$ cat src/rtl/refsel_pkg.sv
package refsel_pkg;
  typedef enum logic [1:0] {
    TB_HOLD   = 2'd0,
    TB_LOCK   = 2'd1,
    TB_SWITCH = 2'd2
  } tbState_e;

  localparam logic [1:0] RSN_LOST    = 2'd0;
  localparam logic [1:0] RSN_BETTER  = 2'd1;
  localparam logic [1:0] RSN_FORCED  = 2'd2;
  localparam logic [1:0] RSN_SETTLED = 2'd3;

  // Strobes passed from the state machine to the datapath.
  typedef struct packed {
    logic       logEvt;
    logic [1:0] reason;
    logic [1:0] newState;
    logic [1:0] newRef;
  } ctrlStrobe_t;
endpackage

$ cat src/rtl/ref_qualifier.sv
module ref_qualifier #(
  parameter int CNT_W = 16
) (
  input  logic             clk,
  input  logic             rstN,
  input  logic             tick,
  input  logic [CNT_W-1:0] periodCfg,
  input  logic [CNT_W-1:0] windowCfg,
  input  logic [CNT_W-1:0] qualCfg,
  output logic             qualified
);
  logic [CNT_W-1:0] gapCnt, goodCnt;
  logic             seenFirst;
  logic [CNT_W:0]   hiLim, loLim, gapWide, qualNeed;
  logic             inWindow, timedOut;

  always_comb begin
    hiLim    = {1'b0, periodCfg} + {1'b0, windowCfg};
    loLim    = (periodCfg > windowCfg) ? ({1'b0, periodCfg} - {1'b0, windowCfg}) : '0;
    gapWide  = {1'b0, gapCnt};
    inWindow = (gapWide >= loLim) && (gapWide <= hiLim);
    timedOut = gapWide > hiLim;
    qualNeed = (qualCfg == '0) ? (CNT_W+1)'(1) : {1'b0, qualCfg};
  end

  always_ff @(posedge clk) begin
    if (!rstN) begin
      gapCnt    <= '0;
      goodCnt   <= '0;
      seenFirst <= 1'b0;
      qualified <= 1'b0;
    end else if (tick) begin
      gapCnt    <= (CNT_W)'(1);
      seenFirst <= 1'b1;
      if (seenFirst && inWindow) begin
        if ({1'b0, goodCnt} < qualNeed) goodCnt <= goodCnt + 1'b1;
        if (({1'b0, goodCnt} + 1'b1) >= qualNeed) qualified <= 1'b1;
      end else begin
        goodCnt   <= '0;
        qualified <= 1'b0;
      end
    end else begin
      if (gapCnt != '1) gapCnt <= gapCnt + 1'b1;
      if (seenFirst && timedOut) begin
        seenFirst <= 1'b0;
        goodCnt   <= '0;
        qualified <= 1'b0;
      end
    end
  end

  // a silent input drops qualification one cycle after the limit is passed
  assert_timeout_drop_R2: assert property (@(posedge clk) disable iff (!rstN)
    (seenFirst && !tick && timedOut) |=> !qualified);
  // qualification is only ever gained on a marker
  assert_qual_tick_R2: assert property (@(posedge clk) disable iff (!rstN)
    $rose(qualified) |-> $past(tick));
endmodule

$ cat src/rtl/refsel_ctrl.sv
module refsel_ctrl
  import refsel_pkg::*;
#(
  parameter int NUM_REFS  = 3,
  parameter int SW_CYCLES = 4
) (
  input  logic                clk,
  input  logic                rstN,
  input  logic [NUM_REFS-1:0] qualVec,
  input  logic                forceReq,
  input  logic [1:0]          forceIdx,
  output tbState_e            state,
  output logic [1:0]          selRef,
  output ctrlStrobe_t         strobe
);
  localparam int SWC_W = $clog2(SW_CYCLES + 1);

  tbState_e        nextState;
  logic [1:0]      nextSel;
  logic            pinned, nextPinned, evt;
  logic [1:0]      reason;
  logic [SWC_W-1:0] swCnt;
  logic [3:0]      qualPad;
  logic [NUM_REFS-1:0] higher;
  logic            forceOk;

  function automatic logic [1:0] bestOf(input logic [NUM_REFS-1:0] m);
    logic [1:0] r = '0;
    for (int i = NUM_REFS - 1; i >= 0; i--) if (m[i]) r = 2'(i);
    return r;
  endfunction

  always_comb begin
    qualPad = 4'(qualVec);
    for (int i = 0; i < NUM_REFS; i++) higher[i] = (2'(i) < selRef);
    forceOk = forceReq && qualPad[forceIdx];
  end

  always_comb begin
    nextState  = state;
    nextSel    = selRef;
    nextPinned = pinned;
    evt        = 1'b0;
    reason     = RSN_LOST;
    case (state)
      TB_HOLD: begin
        if (forceOk) begin
          nextState = TB_SWITCH; nextSel = forceIdx; nextPinned = 1'b1;
          evt = 1'b1; reason = RSN_FORCED;
        end else if (|qualVec) begin
          nextState = TB_SWITCH; nextSel = bestOf(qualVec); nextPinned = 1'b0;
          evt = 1'b1; reason = RSN_BETTER;
        end
      end
      TB_LOCK: begin
        if (!qualPad[selRef]) begin
          nextPinned = 1'b0; evt = 1'b1; reason = RSN_LOST;
          if (|qualVec) begin
            nextState = TB_SWITCH; nextSel = bestOf(qualVec);
          end else begin
            nextState = TB_HOLD;
          end
        end else if (forceOk && forceIdx != selRef) begin
          nextState = TB_SWITCH; nextSel = forceIdx; nextPinned = 1'b1;
          evt = 1'b1; reason = RSN_FORCED;
        end else if (!pinned && |(qualVec & higher)) begin
          nextState = TB_SWITCH; nextSel = bestOf(qualVec & higher);
          evt = 1'b1; reason = RSN_BETTER;
        end
      end
      TB_SWITCH: begin
        if (!qualPad[selRef]) begin
          nextState = TB_HOLD; nextPinned = 1'b0; evt = 1'b1; reason = RSN_LOST;
        end else if (swCnt == SWC_W'(SW_CYCLES - 1)) begin
          nextState = TB_LOCK; evt = 1'b1; reason = RSN_SETTLED;
        end
      end
      default: begin
        nextState = TB_HOLD; evt = 1'b1; reason = RSN_LOST;
      end
    endcase
    strobe.logEvt   = evt;
    strobe.reason   = reason;
    strobe.newState = nextState;
    strobe.newRef   = nextSel;
  end

  always_ff @(posedge clk) begin
    if (!rstN) begin
      state  <= TB_HOLD;
      selRef <= '0;
      pinned <= 1'b0;
      swCnt  <= '0;
    end else begin
      state  <= nextState;
      selRef <= nextSel;
      pinned <= nextPinned;
      swCnt  <= (state == TB_SWITCH && nextState == TB_SWITCH) ? swCnt + 1'b1 : '0;
    end
  end

  // only the three defined state codes appear
  assert_state_legal_R1: assert property (@(posedge clk) disable iff (!rstN)
    state inside {TB_HOLD, TB_LOCK, TB_SWITCH});
  // a lost source never keeps the block in LOCK
  assert_lock_loss_R4: assert property (@(posedge clk) disable iff (!rstN)
    (state == TB_LOCK && !qualPad[selRef]) |=> state != TB_LOCK);
  // LOCK is reached from SWITCH only after the full settling interval
  assert_switch_len_R5: assert property (@(posedge clk) disable iff (!rstN)
    (state == TB_LOCK && $past(state) == TB_SWITCH) |-> $past(swCnt) == SWC_W'(SW_CYCLES - 1));
  // a pinned, healthy source is not preempted
  assert_pinned_hold_R6: assert property (@(posedge clk) disable iff (!rstN)
    (state == TB_LOCK && pinned && qualPad[selRef] && !forceReq) |=> (state == TB_LOCK && $stable(selRef)));
endmodule

$ cat src/rtl/refsel_dp.sv
module refsel_dp
  import refsel_pkg::*;
#(
  parameter int CNT_W      = 16,
  parameter int TS_W       = 24,
  parameter int HT_W       = 32,
  parameter int LOG_DEPTH  = 4,
  parameter int DEF_PERIOD = 1000,
  parameter int DEF_WINDOW = 8,
  parameter int DEF_QUAL   = 4
) (
  input  logic             clk,
  input  logic             rstN,
  input  ctrlStrobe_t      strobe,
  input  tbState_e         state,
  input  logic [3:0]       regAddr,
  input  logic             regWr,
  input  logic             regRd,
  input  logic [31:0]      regWdata,
  output logic [31:0]      regRdata,
  output logic [CNT_W-1:0] periodCfg,
  output logic [CNT_W-1:0] windowCfg,
  output logic [CNT_W-1:0] qualCfg,
  output logic             forceReq,
  output logic [1:0]       forceIdx
);
  localparam int PTR_W = $clog2(LOG_DEPTH);
  localparam int ENT_W = 6 + TS_W;

  logic [TS_W-1:0]  tsCnt;
  logic [CNT_W-1:0] holdEntries, switchCount;
  logic [HT_W-1:0]  holdTime;
  logic [1:0]       lastReason;
  logic [ENT_W-1:0] logMem [LOG_DEPTH];
  logic [PTR_W-1:0] wrPtr, rdPtr;
  logic [PTR_W:0]   logCnt;
  logic             ovf, full, pop, push, dropEvt, clrOvf;
  logic             unusedWdata;

  assign unusedWdata = ^regWdata;
  assign forceReq = regWr && regAddr == 4'h3;
  assign forceIdx = regWdata[1:0];
  assign full     = logCnt == (PTR_W+1)'(LOG_DEPTH);
  assign pop      = regRd && regAddr == 4'h9 && logCnt != '0;
  assign push     = strobe.logEvt && (!full || pop);
  assign dropEvt  = strobe.logEvt && full && !pop;
  assign clrOvf   = regRd && regAddr == 4'h8;

  always_ff @(posedge clk) begin
    if (!rstN) begin
      periodCfg <= CNT_W'(DEF_PERIOD);
      windowCfg <= CNT_W'(DEF_WINDOW);
      qualCfg   <= CNT_W'(DEF_QUAL);
    end else if (regWr) begin
      case (regAddr)
        4'h0: periodCfg <= regWdata[CNT_W-1:0];
        4'h1: windowCfg <= regWdata[CNT_W-1:0];
        4'h2: qualCfg   <= regWdata[CNT_W-1:0];
        default: ;
      endcase
    end
  end

  always_ff @(posedge clk) begin
    if (!rstN) begin
      tsCnt       <= '0;
      holdEntries <= '0;
      switchCount <= '0;
      holdTime    <= '0;
      lastReason  <= '0;
    end else begin
      tsCnt <= tsCnt + 1'b1;
      if (state == TB_HOLD && holdTime != '1) holdTime <= holdTime + 1'b1;
      if (strobe.logEvt && strobe.newState == TB_HOLD && holdEntries != '1)
        holdEntries <= holdEntries + 1'b1;
      if (strobe.logEvt && strobe.newState == TB_SWITCH) begin
        if (switchCount != '1) switchCount <= switchCount + 1'b1;
        lastReason <= strobe.reason;
      end
    end
  end

  always_ff @(posedge clk) begin
    if (!rstN) begin
      wrPtr  <= '0;
      rdPtr  <= '0;
      logCnt <= '0;
      ovf    <= 1'b0;
    end else begin
      if (push) begin
        logMem[wrPtr] <= {strobe.reason, strobe.newState, strobe.newRef, tsCnt};
        wrPtr <= wrPtr + 1'b1;
      end
      if (pop) rdPtr <= rdPtr + 1'b1;
      logCnt <= logCnt + (PTR_W+1)'(push) - (PTR_W+1)'(pop);
      ovf    <= dropEvt | (ovf & !clrOvf);
    end
  end

  always_comb begin
    regRdata = '0;
    case (regAddr)
      4'h0: regRdata = 32'(periodCfg);
      4'h1: regRdata = 32'(windowCfg);
      4'h2: regRdata = 32'(qualCfg);
      4'h4: regRdata = 32'(holdEntries);
      4'h5: regRdata = 32'(switchCount);
      4'h6: regRdata = 32'(holdTime);
      4'h7: regRdata = 32'(lastReason);
      4'h8: begin
        regRdata[8]       = ovf;
        regRdata[PTR_W:0] = logCnt;
      end
      4'h9: if (logCnt != '0) begin
        regRdata[31]        = 1'b1;
        regRdata[ENT_W-1:0] = logMem[rdPtr];
      end
      default: ;
    endcase
  end

  // the entry count never exceeds the FIFO depth
  assert_fifo_bound_R9: assert property (@(posedge clk) disable iff (!rstN)
    logCnt <= (PTR_W+1)'(LOG_DEPTH));
  // an event meeting a full FIFO without a read leaves the overflow flag set
  assert_overflow_set_R9: assert property (@(posedge clk) disable iff (!rstN)
    (strobe.logEvt && full && !pop) |=> ovf);
  // holdover time is frozen outside HOLDOVER
  assert_holdtime_frozen_R4: assert property (@(posedge clk) disable iff (!rstN)
    (state != TB_HOLD) |=> $stable(holdTime));
  // a lone pop removes exactly one entry
  assert_pop_count_R9: assert property (@(posedge clk) disable iff (!rstN)
    (pop && !push) |=> logCnt == $past(logCnt) - 1'b1);
endmodule

$ cat src/rtl/refsel_holdover.sv
module refsel_holdover
  import refsel_pkg::*;
#(
  parameter int NUM_REFS   = 3,
  parameter int CNT_W      = 16,
  parameter int TS_W       = 24,
  parameter int LOG_DEPTH  = 4,
  parameter int SW_CYCLES  = 4
) (
  input  logic                clk,
  input  logic                rstN,
  input  logic [NUM_REFS-1:0] refTick,
  input  logic [3:0]          regAddr,
  input  logic                regWr,
  input  logic                regRd,
  input  logic [31:0]         regWdata,
  output logic [31:0]         regRdata,
  output logic [1:0]          tbState,
  output logic [1:0]          selRef
);
  logic [CNT_W-1:0]    periodCfg, windowCfg, qualCfg;
  logic [NUM_REFS-1:0] qualVec;
  logic                forceReq;
  logic [1:0]          forceIdx;
  tbState_e            state;
  ctrlStrobe_t         strobe;

  for (genvar g = 0; g < NUM_REFS; g++) begin : g_qual
    ref_qualifier #(.CNT_W(CNT_W)) i_qual (
      .clk(clk), .rstN(rstN), .tick(refTick[g]),
      .periodCfg(periodCfg), .windowCfg(windowCfg), .qualCfg(qualCfg),
      .qualified(qualVec[g])
    );
  end

  refsel_ctrl #(.NUM_REFS(NUM_REFS), .SW_CYCLES(SW_CYCLES)) i_ctrl (
    .clk(clk), .rstN(rstN), .qualVec(qualVec), .forceReq(forceReq),
    .forceIdx(forceIdx), .state(state), .selRef(selRef), .strobe(strobe)
  );

  refsel_dp #(.CNT_W(CNT_W), .TS_W(TS_W), .LOG_DEPTH(LOG_DEPTH)) i_dp (
    .clk(clk), .rstN(rstN), .strobe(strobe), .state(state),
    .regAddr(regAddr), .regWr(regWr), .regRd(regRd), .regWdata(regWdata),
    .regRdata(regRdata), .periodCfg(periodCfg), .windowCfg(windowCfg),
    .qualCfg(qualCfg), .forceReq(forceReq), .forceIdx(forceIdx)
  );

  assign tbState = state;
endmodule

$ cat config.mk
export PLATFORM = sky130hd
export DESIGN_NAME = refsel_holdover
export DESIGN_NICKNAME = d
export VERILOG_FILES = /design/src/rtl/refsel_pkg.sv /design/src/rtl/ref_qualifier.sv /design/src/rtl/refsel_ctrl.sv /design/src/rtl/refsel_dp.sv /design/src/rtl/refsel_holdover.sv
export SDC_FILE = /design/constraint.sdc
export NUM_CORES = 1
export LEC_CHECK = 0
export ABC_AREA = 1
export BUFFER_PORTS_ARGS = -buffer_cell sky130_fd_sc_hd__buf_2
export CAP_MARGIN = 15
export CORE_MARGIN = 3
export CORE_UTILIZATION = 40
export CTS_CLUSTER_DIAMETER = 200
export CTS_CLUSTER_SIZE = 20
export DETAILED_ROUTE_END_ITERATION = 16
export HOLD_SLACK_MARGIN = 0.02
export PLACE_DENSITY = 0.6
export REMOVE_ABC_BUFFERS = 1
export SETUP_SLACK_MARGIN = 0.5
export SLEW_MARGIN = 5
export SYNTH_ARGS = -nofsm -noshare
export SYNTH_HDL_FRONTEND = slang
export SYNTH_SLANG_ARGS = --single-unit
$ cat constraint.sdc
create_clock -name clk -period 9.01 [get_ports clk]
set_input_delay 2.2525 -clock clk [delete_from_list [all_inputs] [get_ports clk]]
set_output_delay 2.2525 -clock clk [all_outputs]
set_load 0.01 [all_outputs]
* Word level (Yosys, flattened, before mapping)
Memories as Yosys holds them, arrays and structs flattened. A register that Yosys moved wholly into a read port is not among the register bits.
Index checks and enable logic that the tools add are counted.
** Cells by class
- Reduce and logical (&&, ||, !) cells :: 58
- Equal/unequal tests :: 30
- $add $sub $neg :: 20
- Order comparisons :: 21
- Mux-type cells :: 95
- Bitwise logic cells :: 4
** Operators by type and width (count)
- $mux 16 :: 13
- $pmux 21 s7 :: 1
- $add 16x1->16 const B :: 8
- $ne 16x16->1 const B :: 5
- $mux 2 :: 26
- $add 16x1->17 const B :: 3
- $ge 16x17->1 :: 3
- $ge 17x17->1 :: 3
- $gt 16x17->1 :: 3
- $le 16x17->1 :: 3
- $lt 16x17->1 :: 3
- $mux 1 :: 42
- $pmux 5 s7 :: 1
- $add 32x1->32 const B :: 1
- $ne 32x32->1 const B :: 1
- $mux 30 :: 1
- $pmux 3 s9 :: 1
- $add 24x1->24 const B :: 1
- $logic_and 1x1->1 :: 24
- $reduce_and 2->1 :: 11
- $ne 3x3->1 const B :: 7
- $add 16x16->17 :: 1
- $mux 17 :: 1
- $sub 16x16->17 :: 1
- 39 further kinds :: 64
** Word-level totals
- Flip-flop bits (word level) :: 256
- Memories kept :: 1
- RAM bits :: 120
- Bits of input ports :: 43
- Output and inout bits :: 36
- Word-level logic and storage cells :: 260
** Memory list
- i_dp.logMem :: words 4, width 30, rd ports 1, clocked after memory_dff 1, wr ports 1, line refsel_dp.sv:34 : logic [ENT_W-1:0] logMem [LOG_DEPTH];

* Logic depth before layout (Yosys ltp)
Gate-level depths: netlist of run 1.
- Depth after elaboration :: 12
- Mapped depth :: 33
- Depth with buffers taken out :: 32

* By module
A second synthesis of run 1 with hierarchy kept.
** Unflattened totals
- Cell total of the unflattened synthesis :: 4147
- Area, all modules :: 29310.6 sq um
** By module, submodules not included
- refsel_dp :: instances 1, area an instance 12604.6 sq um, cells each 1584, sequential area each 6566.3 sq um
- ref_qualifier (g_qual[0].i_qual ...) :: instances 2, area an instance 5321.4 sq um, cells each 807, sequential area each 680.7 sq um
- ref_qualifier (g_qual[1].i_qual) :: instances 1, area an instance 5240.0 sq um, cells each 812, sequential area each 680.7 sq um
- refsel_ctrl :: instances 1, area an instance 823.3 sq um, cells each 137, sequential area each 160.2 sq um

* Worst setup path before layout of run 1
Ideal clock, no wire load.
- Kind :: input port to output port
- From :: in regAddr[2]
- To :: out regRdata[5]
- Slack :: 3.311 ns
- Path buffers :: 0
- Required time :: 6.758 ns
- Arrival :: 3.447 ns
- Stages on the path :: 8
- Cell sequence :: inv_1 nor2_1 inv_1 nor2_1 inv_1 o22ai_1 a221oi_1 o2111ai_1
** Between the ends
- Cells in the longest elaborated chain, start to end :: 2
- Elaborated cells on any way between the ends :: 8
- Classes of those cells :: eq/ne: 6; mux: 1; reduce/logical: 1
** Ends and longest elaborated chain
- start: declaration :: line refsel_holdover.sv:13 : input logic [3:0] regAddr,
- $eq 4x4->1, or another cell as far along :: line refsel_dp.sv:102 : case (regAddr)
- $pmux 5 s7 (*) :: line refsel_dp.sv:102
- end: declaration :: line refsel_holdover.sv:17 : output logic [31:0] regRdata,
Mark *: on every way between the ends. The rest lies on a longest branch, timed or not.

* Final worst setup path of run 1
- From :: in regAddr[2]
- To :: out regRdata[9]
** Between the ends
- Cells in the longest elaborated chain, start to end :: 2
- Elaborated cells on any way between the ends :: 8
- Classes of those cells :: eq/ne: 6; mux: 1; reduce/logical: 1
** Ends and longest elaborated chain (line)
- $eq 4x4->1, or another cell as far along :: refsel_dp.sv:102
- $pmux 21 s7 (*) :: refsel_dp.sv:102
Marked as above.

==> impl_metrics.py, run 1 <==
metrics = {
    "run_status": {
        "status": "finished, final reports clean",
    },
    "drt": {
        "drt_wl_total_mm": 71.9,
        "ant_nets": 0,
        "drtIter0Drc": 1464,
        "routed_via_density": 5.32,
        "detail_route.wl_per_cell_um": 17.7,
        "drc": 0,
        "drtPass1Iterations": 7,
        "vias": 21700,
    },
    "yosys": {
        "ys_seq_elements": 378,
        "synth-edff-count": 120,
        "syn_inst": 3278,
        "synth_largest_type_area_fraction_pct": 20.9,
        "synthTopCellsByCount": "nand2_1 (580), inv_1 (392), nor2_1 (370)",
        "yosys.area.top_type": "dfxtp_1",
        "yosysSeqAreaShare_pct": 35.5,
        "synth.avg_cell_area_sq_um": 7.53,
        "ys_top_cells_by_area": "dfxtp_1 (21%), edfxtp_1 (15%), ha_1 (12%)",
        "yosys_warnings": 0,
        "synth_cell_type_count": 66,
        "syn_area_sq_um": 24700,
        "synth-async-reset-ratio_pct": 0,
        "synthMostInstantiatedCell": "nand2_1",
        "synth_flop_cell": "dfxtp_1",
    },
    "power_and_ir_drop": {
        "p_clk_share_pct": 29.8,
        "seqPwrFrac_pct": 52.5,
        "cellPowerDensity_nw_per_um2": 136,
        "vdd_drop_max_uv": 160,
        "leakagePower_uw": 0.0112,
        "switching_power_uw": 1080,
        "swShare_pct": 30.4,
        "p_int_uw": 2490,
        "comb_power_share_pct": 17.8,
    },
    "timing": {
        "hold_viol": 0,
        "fin_crit_sh_pct": 74.3,
        "fin_tns_setup_ps": 0,
        "fmax_mhz": 149,
        "tightest_slew_ps": 1110,
        "hold-worst-slack_ps": 426,
        "drv_slew": 0,
        "setup_viol": 0,
        "maxSlewHeadroom_pct": 25.3,
        "skew_ps": 15.3,
        "finalCriticalPeriod_ps": 6700,
        "rsz0062_at_grt": "false",
        "worst_slack_ps": 2310,
    },
    "grt": {
        "antenna_found_initial": 6,
        "grt_max_degree": 68,
        "top_usage_layer": "met2",
        "grt_pass1_vias": 20100,
        "overflow": 0,
        "grt_usage_pct": 21.9,
        "grt_pass1_wl_mm": 112,
        "use_met1_pct": 28.4,
        "grtUsageMet3_pct": 3.74,
        "use_met2_pct": 37.2,
    },
    "placement": {
        "hpwl_mm": 53.1,
        "gp_congestion": 0.908,
        "place_ws_ps": 2350,
        "io_buffers": 62,
    },
    "cts": {
        "cts_made_buffers": 22,
        "clk_pin_slew_worst_paths_ps": 80,
        "cts_tree": "built",
        "post_cts_buffers": 0,
        "clockRootBuffer": "clkbuf_16",
        "insertion_delay_ps": 580,
        "clock_path_buffers": 3,
        "cts_sinks": 378,
        "holdBufCountCts": 0,
        "h-tree-depth": 1,
        "cts_resized": 0,
    },
    "setup_path": {
        "cp_max_fo": 9,
        "cp.arrival_ps": 4440,
        "crit_required_ps": 6760,
        "crit_type": "input port to output port",
        "cp-end-kind": "output port",
        "start_kind": "input port",
    },
    "die": {
        "fp.dieW_um": 254,
        "coreArea_sq_um": 60700,
        "rows": 90,
        "dieArea_sq_um": 64800,
        "die_y_um": 254,
        "ioPinCount": 79,
        "initial_core_util_pct": 40.7,
    },
    "final_layout": {
        "nets": 3565,
        "drive_above_1_share_pct": 5.82,
        "fin_util_pct": 43.2,
        "fill_cells": 6229,
        "synthToLayoutAreaGrowth_pct": 6.26,
    },
    "worst_hold_path": {
        "hp-class": "flop to flop",
    },
    "run": {
        "cap_violations": 0,
    },
}
[metal layers]
layer	part of all wire, %	up-vias
li1	-	11100
met1	44	9962
met2	46	491
met3	5.7	126
met5	0.018	-
met4	3.8	2
[final cells by class]
| class | instances | area, sq um | share of cell area (%) |
|---|---|---|---|
| multi-input combinational | 2386 | 13900 | 53.0 |
| sequential | 378 | 8770 | 33.4 |
| timing repair buffer | 72 | 388 | 1.48 |
| clock buffer | 32 | 598 | 2.28 |
| antenna | 4 | 10.0 | 0.0381 |
| inverter | 413 | 1560 | 5.93 |
| clock inverter | 1 | 30.0 | 0.114 |
| tap | 782 | 978 | 3.73 |
[critical path: stages]
cell and delay [ps]:
buf_2 100, inv_1 50, nor2_1 330, inv_1 150, nor2_1 500, inv_1 300
o22ai_1 220, a221oi_1 70, o2111ai_1 240, buf_2 230
[power by group through the flow]
stage / Combinational, uW / Sequential, uW / Clock (uW)
6_report: 634 / 1870 / 1060
5_1_grt: 719 / 1880 / 1150
4_1_cts: 637 / 1870 / 1100
3_5_place_dp: 634 / 1910 / 0
3_3_place_gp: 626 / 1910 / 0
2_1_floorplan: 424 / 1900 / 0
[path summary, 6_finish.rpt]
kind / from / endpoint / slack [ps] / cells after the start
max: regAddr[2] / regRdata[9] / 2310 / 10
min: i_ctrl.swCnt[0] / i_ctrl.swCnt[0] / 430 / 1
max reg2reg: i_dp.windowCfg[2] / g_qual[0].i_qual.goodCnt[7] / 3510 / 25
min reg2reg: i_ctrl.swCnt[0] / i_ctrl.swCnt[0] / 430 / 1
[state kept, by name, summed over array words and instances (netlist names), 2 cells and up, named ones only]
name,count
i_dp.logCnt,3
i_dp.holdTime,32
i_ctrl.selRef,2
g_qual.i_qual.gapCnt,48
g_qual.i_qual.goodCnt,48
i_dp.qualCfg,16
i_dp.wrPtr,2
i_ctrl.swCnt,3
i_dp.switchCount,16
i_dp.periodCfg,16
g_qual.i_qual.qualified,3
i_dp.rdPtr,2
i_dp.windowCfg,16
i_dp.logMem,120
i_dp.tsCnt,24
i_dp.lastReason,2
g_qual.i_qual.seenFirst,3
i_ctrl.state,2
i_dp.holdEntries,16
[metrics by stage]
stage / total power, uW / cell area, sq um / std cells
global placement: 2540 / 25600 / 4031
finish: 3570 / 26200 / 4068
global route: 3750 / 26200 / 4065
detailed placement: 2550 / 25600 / 4031
floorplan: 2320 / 24200 / 3177
CTS: 3610 / 26200 / 4064
[cells by family (layout without fill, tap and decap cells)]
| logic type | Yosys count | count (layout) | share of synthesized area, % |
|---|---|---|---|
| buffers and inverters | 514 | 518 | 8.30 |
| xor gates and xnor gates | 101 | 101 | 3.58 |
| and+or+nand+nor | 1409 | 1409 | 25.2 |
| adders and majority gates | 249 | 249 | 12.7 |
| AOI/OAI and AO/OA | 627 | 627 | 14.7 |
| DFF | 378 | 378 | 35.5 |
| other | 0 | 4 | 0 |
[cell usage in the layout, fill, tap and decap left out, types with 20 or more instances in the layout]
cell type / synthesis / final
a21oi_1: 282 / 282
buf_2: 26 / 61
clkbuf_16: 0 / 22
dfxtp_1: 258 / 256
edfxtp_1: 120 / 120
ha_1: 246 / 246
inv_1: 392 / 391
nand2_1: 580 / 580
nand3_1: 229 / 229
nand4_1: 52 / 52
nor2_1: 370 / 365
nor3_1: 81 / 81
nor4_1: 20 / 20
o21ai_0: 176 / 176
o22ai_1: 23 / 23
o32ai_1: 30 / 30
xnor2_1: 23 / 23
xor2_1: 78 / 78
(Power assumes the default switching activity.)
==> run 2, diff against run 1 <==
--- a/config.mk
+++ b/config.mk
@@ -5,7 +5,7 @@
 export SDC_FILE = /design/constraint.sdc
 export NUM_CORES = 1
 export LEC_CHECK = 0
-export ABC_AREA = 1
+export ABC_AREA = 0
 export BUFFER_PORTS_ARGS = -buffer_cell sky130_fd_sc_hd__buf_2
 export CAP_MARGIN = 15
 export CORE_MARGIN = 3
@@ -14,7 +14,7 @@
 export CTS_CLUSTER_SIZE = 20
 export DETAILED_ROUTE_END_ITERATION = 16
 export HOLD_SLACK_MARGIN = 0.02
-export PLACE_DENSITY = 0.6
+export PLACE_DENSITY = 0.63
 export REMOVE_ABC_BUFFERS = 1
 export SETUP_SLACK_MARGIN = 0.5
 export SLEW_MARGIN = 5
==> constraint.sdc (replaced) <==
create_clock -name clk -period 5.5 [get_ports clk]
set_input_delay 1.375 -clock clk [delete_from_list [all_inputs] [get_ports clk]]
set_output_delay 1.375 -clock clk [all_outputs]
set_load 0.01 [all_outputs]
==> impl_metrics.py, run 2 <==
metrics = {
    "die": {
        "coreArea_sq_um": 57900,
        "fp.dieW_um": 248,
        "initial_core_util_pct": 40.5,
        "rows": 88,
        "dieArea_sq_um": 61600,
        "die_y_um": 248,
        "ioPinCount": 79,
    },
    "grt": {
        "grt_max_degree": 112,
        "antenna_found_initial": 4,
        "use_met1_pct": 28.0,
        "grtUsageMet3_pct": 3.06,
        "grt_pass1_wl_mm": 106,
        "grt_pass1_vias": 19300,
        "grt_usage_pct": 21.6,
        "top_usage_layer": "met2",
        "overflow": 0,
        "use_met2_pct": 36.0,
    },
    "timing": {
        "skew_ps": 28.0,
        "setup_viol": 0,
        "rsz0062_at_grt": "false",
        "fin_crit_sh_pct": 88.5,
        "hold-worst-slack_ps": 425,
        "maxSlewHeadroom_pct": 20.5,
        "hold_viol": 0,
        "finalCriticalPeriod_ps": 4870,
        "fmax_mhz": 206,
        "drv_slew": 0,
        "tightest_slew_ps": 1190,
    },
    "power_and_ir_drop": {
        "leakagePower_uw": 0.00972,
        "cellPowerDensity_nw_per_um2": 197,
        "switching_power_uw": 1250,
        "seqPwrFrac_pct": 57.5,
        "p_clk_share_pct": 34.6,
        "comb_power_share_pct": 8.0,
        "p_int_uw": 3780,
        "vdd_drop_max_uv": 288,
        "swShare_pct": 24.8,
    },
    "setup_path": {
        "crit_type": "flop to flop",
        "worstSetupStartpoint": "i_dp.periodCfg[0]",
        "start_kind": "flop",
        "crit_chain": "inv_1, ha_1, inv_1, fa_1, a21o_1, a221oi_4, a2111oi_4, a211oi_2, nor3_2, a31oi_1, xnor2_1, nand2_1, ha_1, or4_1, a2111oi_4, o21ai_0, a31oi_2, nor3_2, a32oi_2, buf_6, o22ai_1",
        "cp-end-kind": "flop",
        "crit_required_ps": 5960,
        "r2r_setup_slack_ps": 630,
        "cp.arrival_ps": 5330,
        "worstSetupEndpoint": "g_qual[0].i_qual.goodCnt[15]",
        "cp_max_fo": 8,
        "r2r_end": "g_qual[0].i_qual.goodCnt[15]",
        "r2r_cells": 21,
        "cp_slowest_cell": "or4_1",
        "cpPeakStageDelay_ps": 540,
        "r2r_start": "i_dp.periodCfg[0]",
    },
    "yosys": {
        "synth_flop_cell": "dfxtp_1",
        "synthTopCellsByCount": "dfxtp_1 (258), nand2_1 (257), ha_1 (246)",
        "synth-async-reset-ratio_pct": 0,
        "synth.avg_cell_area_sq_um": 9.24,
        "synth_xor_area_share_pct": 5.38,
        "synth-adder-area-share_pct": 13.4,
        "ys_top_cells_by_area": "dfxtp_1 (22%), edfxtp_1 (15%), ha_1 (13%)",
        "synth_cell_type_count": 92,
        "ys_seq_elements": 378,
        "synth_top_family_by_area": "simple AND/OR/NAND/NOR gates",
        "yosys.area.top_type": "dfxtp_1",
        "synth-compound-area-share_pct": 16.2,
        "yosysSeqAreaShare_pct": 37.4,
        "synthMostInstantiatedCell": "dfxtp_1",
        "synth-edff-count": 120,
        "syn_area_sq_um": 23500,
        "synth-simple-area-share_pct": 20.2,
        "syn_inst": 2539,
        "yosys_warnings": 0,
        "synth.area.mux_share_pct": 3.74,
        "synth_largest_type_area_fraction_pct": 22.0,
    },
    "cts": {
        "h-tree-depth": 1,
        "clock_path_buffers": 3,
        "cts_sinks": 378,
        "cts_made_buffers": 22,
        "insertion_delay_ps": 590,
        "clockRootBuffer": "clkbuf_16",
        "clk_pin_slew_worst_paths_ps": 90,
        "cts_tree": "built",
    },
    "drt": {
        "ant_nets": 0,
        "drtPass1Iterations": 8,
        "drtIter0Drc": 1611,
        "vias": 19800,
        "drt_wl_total_mm": 67.9,
        "drc": 0,
        "routed_via_density": 5.90,
        "detail_route.wl_per_cell_um": 20.3,
    },
    "final_layout": {
        "synthToLayoutAreaGrowth_pct": 8.89,
        "fin_cells": 3353,
        "layout_commonest_cell": "nand2_1",
        "drive_above_1_share_pct": 9.25,
        "fill_cells": 5615,
        "regMostFlops": "i_dp.logMem",
        "nets": 2865,
        "reg.largest.list": "i_dp.logMem: 120 flops, g_qual.i_qual.gapCnt: 48 flops, g_qual.i_qual.goodCnt: 48 flops",
        "final_cell_mix": "nand2_1 (256), dfxtp_1 (255), ha_1 (245), nor2_1 (191), a21oi_1 (153)",
        "largest_register_ffs": 120,
    },
    "placement": {
        "io_buffers": 62,
        "dp_cells": 3311,
        "hpwl_mm": 50.5,
        "gp_congestion": 0.935,
    },
    "run_status": {
        "status": "finished, final reports clean",
    },
    "run": {
        "cap_violations": 0,
    },
    "worst_hold_path": {
        "hp-class": "flop to flop",
    },
}
run 2: how the worst min path moves through the flow:
stage | start | to | slack (ps) | depth (start not counted)
after global placement | i_ctrl.swCnt[0] | i_ctrl.swCnt[0] | 410 | 1
after CTS | i_ctrl.swCnt[0] | i_ctrl.swCnt[0] | 430 | 1
final | i_ctrl.swCnt[0] | i_ctrl.swCnt[0] | 420 | 1
after floorplan | i_ctrl.swCnt[0] | i_ctrl.swCnt[0] | 400 | 1
after global routing | i_ctrl.swCnt[0] | i_ctrl.swCnt[0] | 470 | 1
after detailed placement | i_ctrl.swCnt[0] | i_ctrl.swCnt[0] | 420 | 1
run 2: repair_timing:
item | 4_1_cts | 5_1_grt
gates resized for setup | 6 | 26
hold buffers | 0 | 0
setup endpoints to repair | 42 | 52
setup buffers | 0 | 2
pin swaps | 0 | 6
run 2: layout make-up:
class | count | area [sq um] | share of cell area [%]
antenna | 5 | 12.5 | 0.0490
clock inverter | 1 | 30.0 | 0.118
multi-input combinational | 1937 | 14000 | 54.8
clock buffer | 33 | 602 | 2.36
timing repair buffer | 115 | 734 | 2.88
sequential | 378 | 8770 | 34.3
inverter | 119 | 449 | 1.76
tap | 765 | 957 | 3.75
run 2: cells by family after synthesis:
kind of cell | Yosys count
XOR/XNOR | 144
flip-flops | 378
multiplexers | 50
AND/OR/NAND/NOR | 939
adder cells (fa/ha/maj) | 249
buffers and inverters | 224
AO/OA/AOI/OAI | 555
run 2: through the flow:
stage          worst slack [ps]  total power (uW)  util [%]  instance area, sq um  setup TNS [ps]
2_1_floorplan              -384              3170         -                 23000           -3330
3_3_place_gp                310              3330      42.7                 24700               0
3_5_place_dp                210              3340      42.7                 24700               0
4_1_cts                     516              5060      43.8                 25400               0
5_1_grt                     403              5200      44.1                 25500               0
6_report                    634              5030      44.1                 25500               0
run 2: routing by layer:
metal  share of wire, %  wire length [um]  up-vias
met5                  0                 0        -
met2                 47             31600      627
met4                4.4              2980        0
li1                   -                 -     9421
met1                 43             29300     9599
met3                5.9              4040      145
run 2: worst max-delay path, delay by kind of cell, from the launching register on:
kind / cells / cell delay [ps]
xor+xnor: 1 / 140
buf+inv: 3 / 300
fa+ha+maj: 3 / 790
flops: 1 / 380
compound gates: 10 / 2220
simple gates: 4 / 910
run 2: power groups by stage:
stage	Sequential [uW]	Combinational [uW]	Clock (uW)
3_3_place_gp	2950	373	0
5_1_grt	2890	438	1870
2_1_floorplan	2950	226	0
3_5_place_dp	2950	383	0
6_report	2890	400	1740
4_1_cts	2890	386	1780
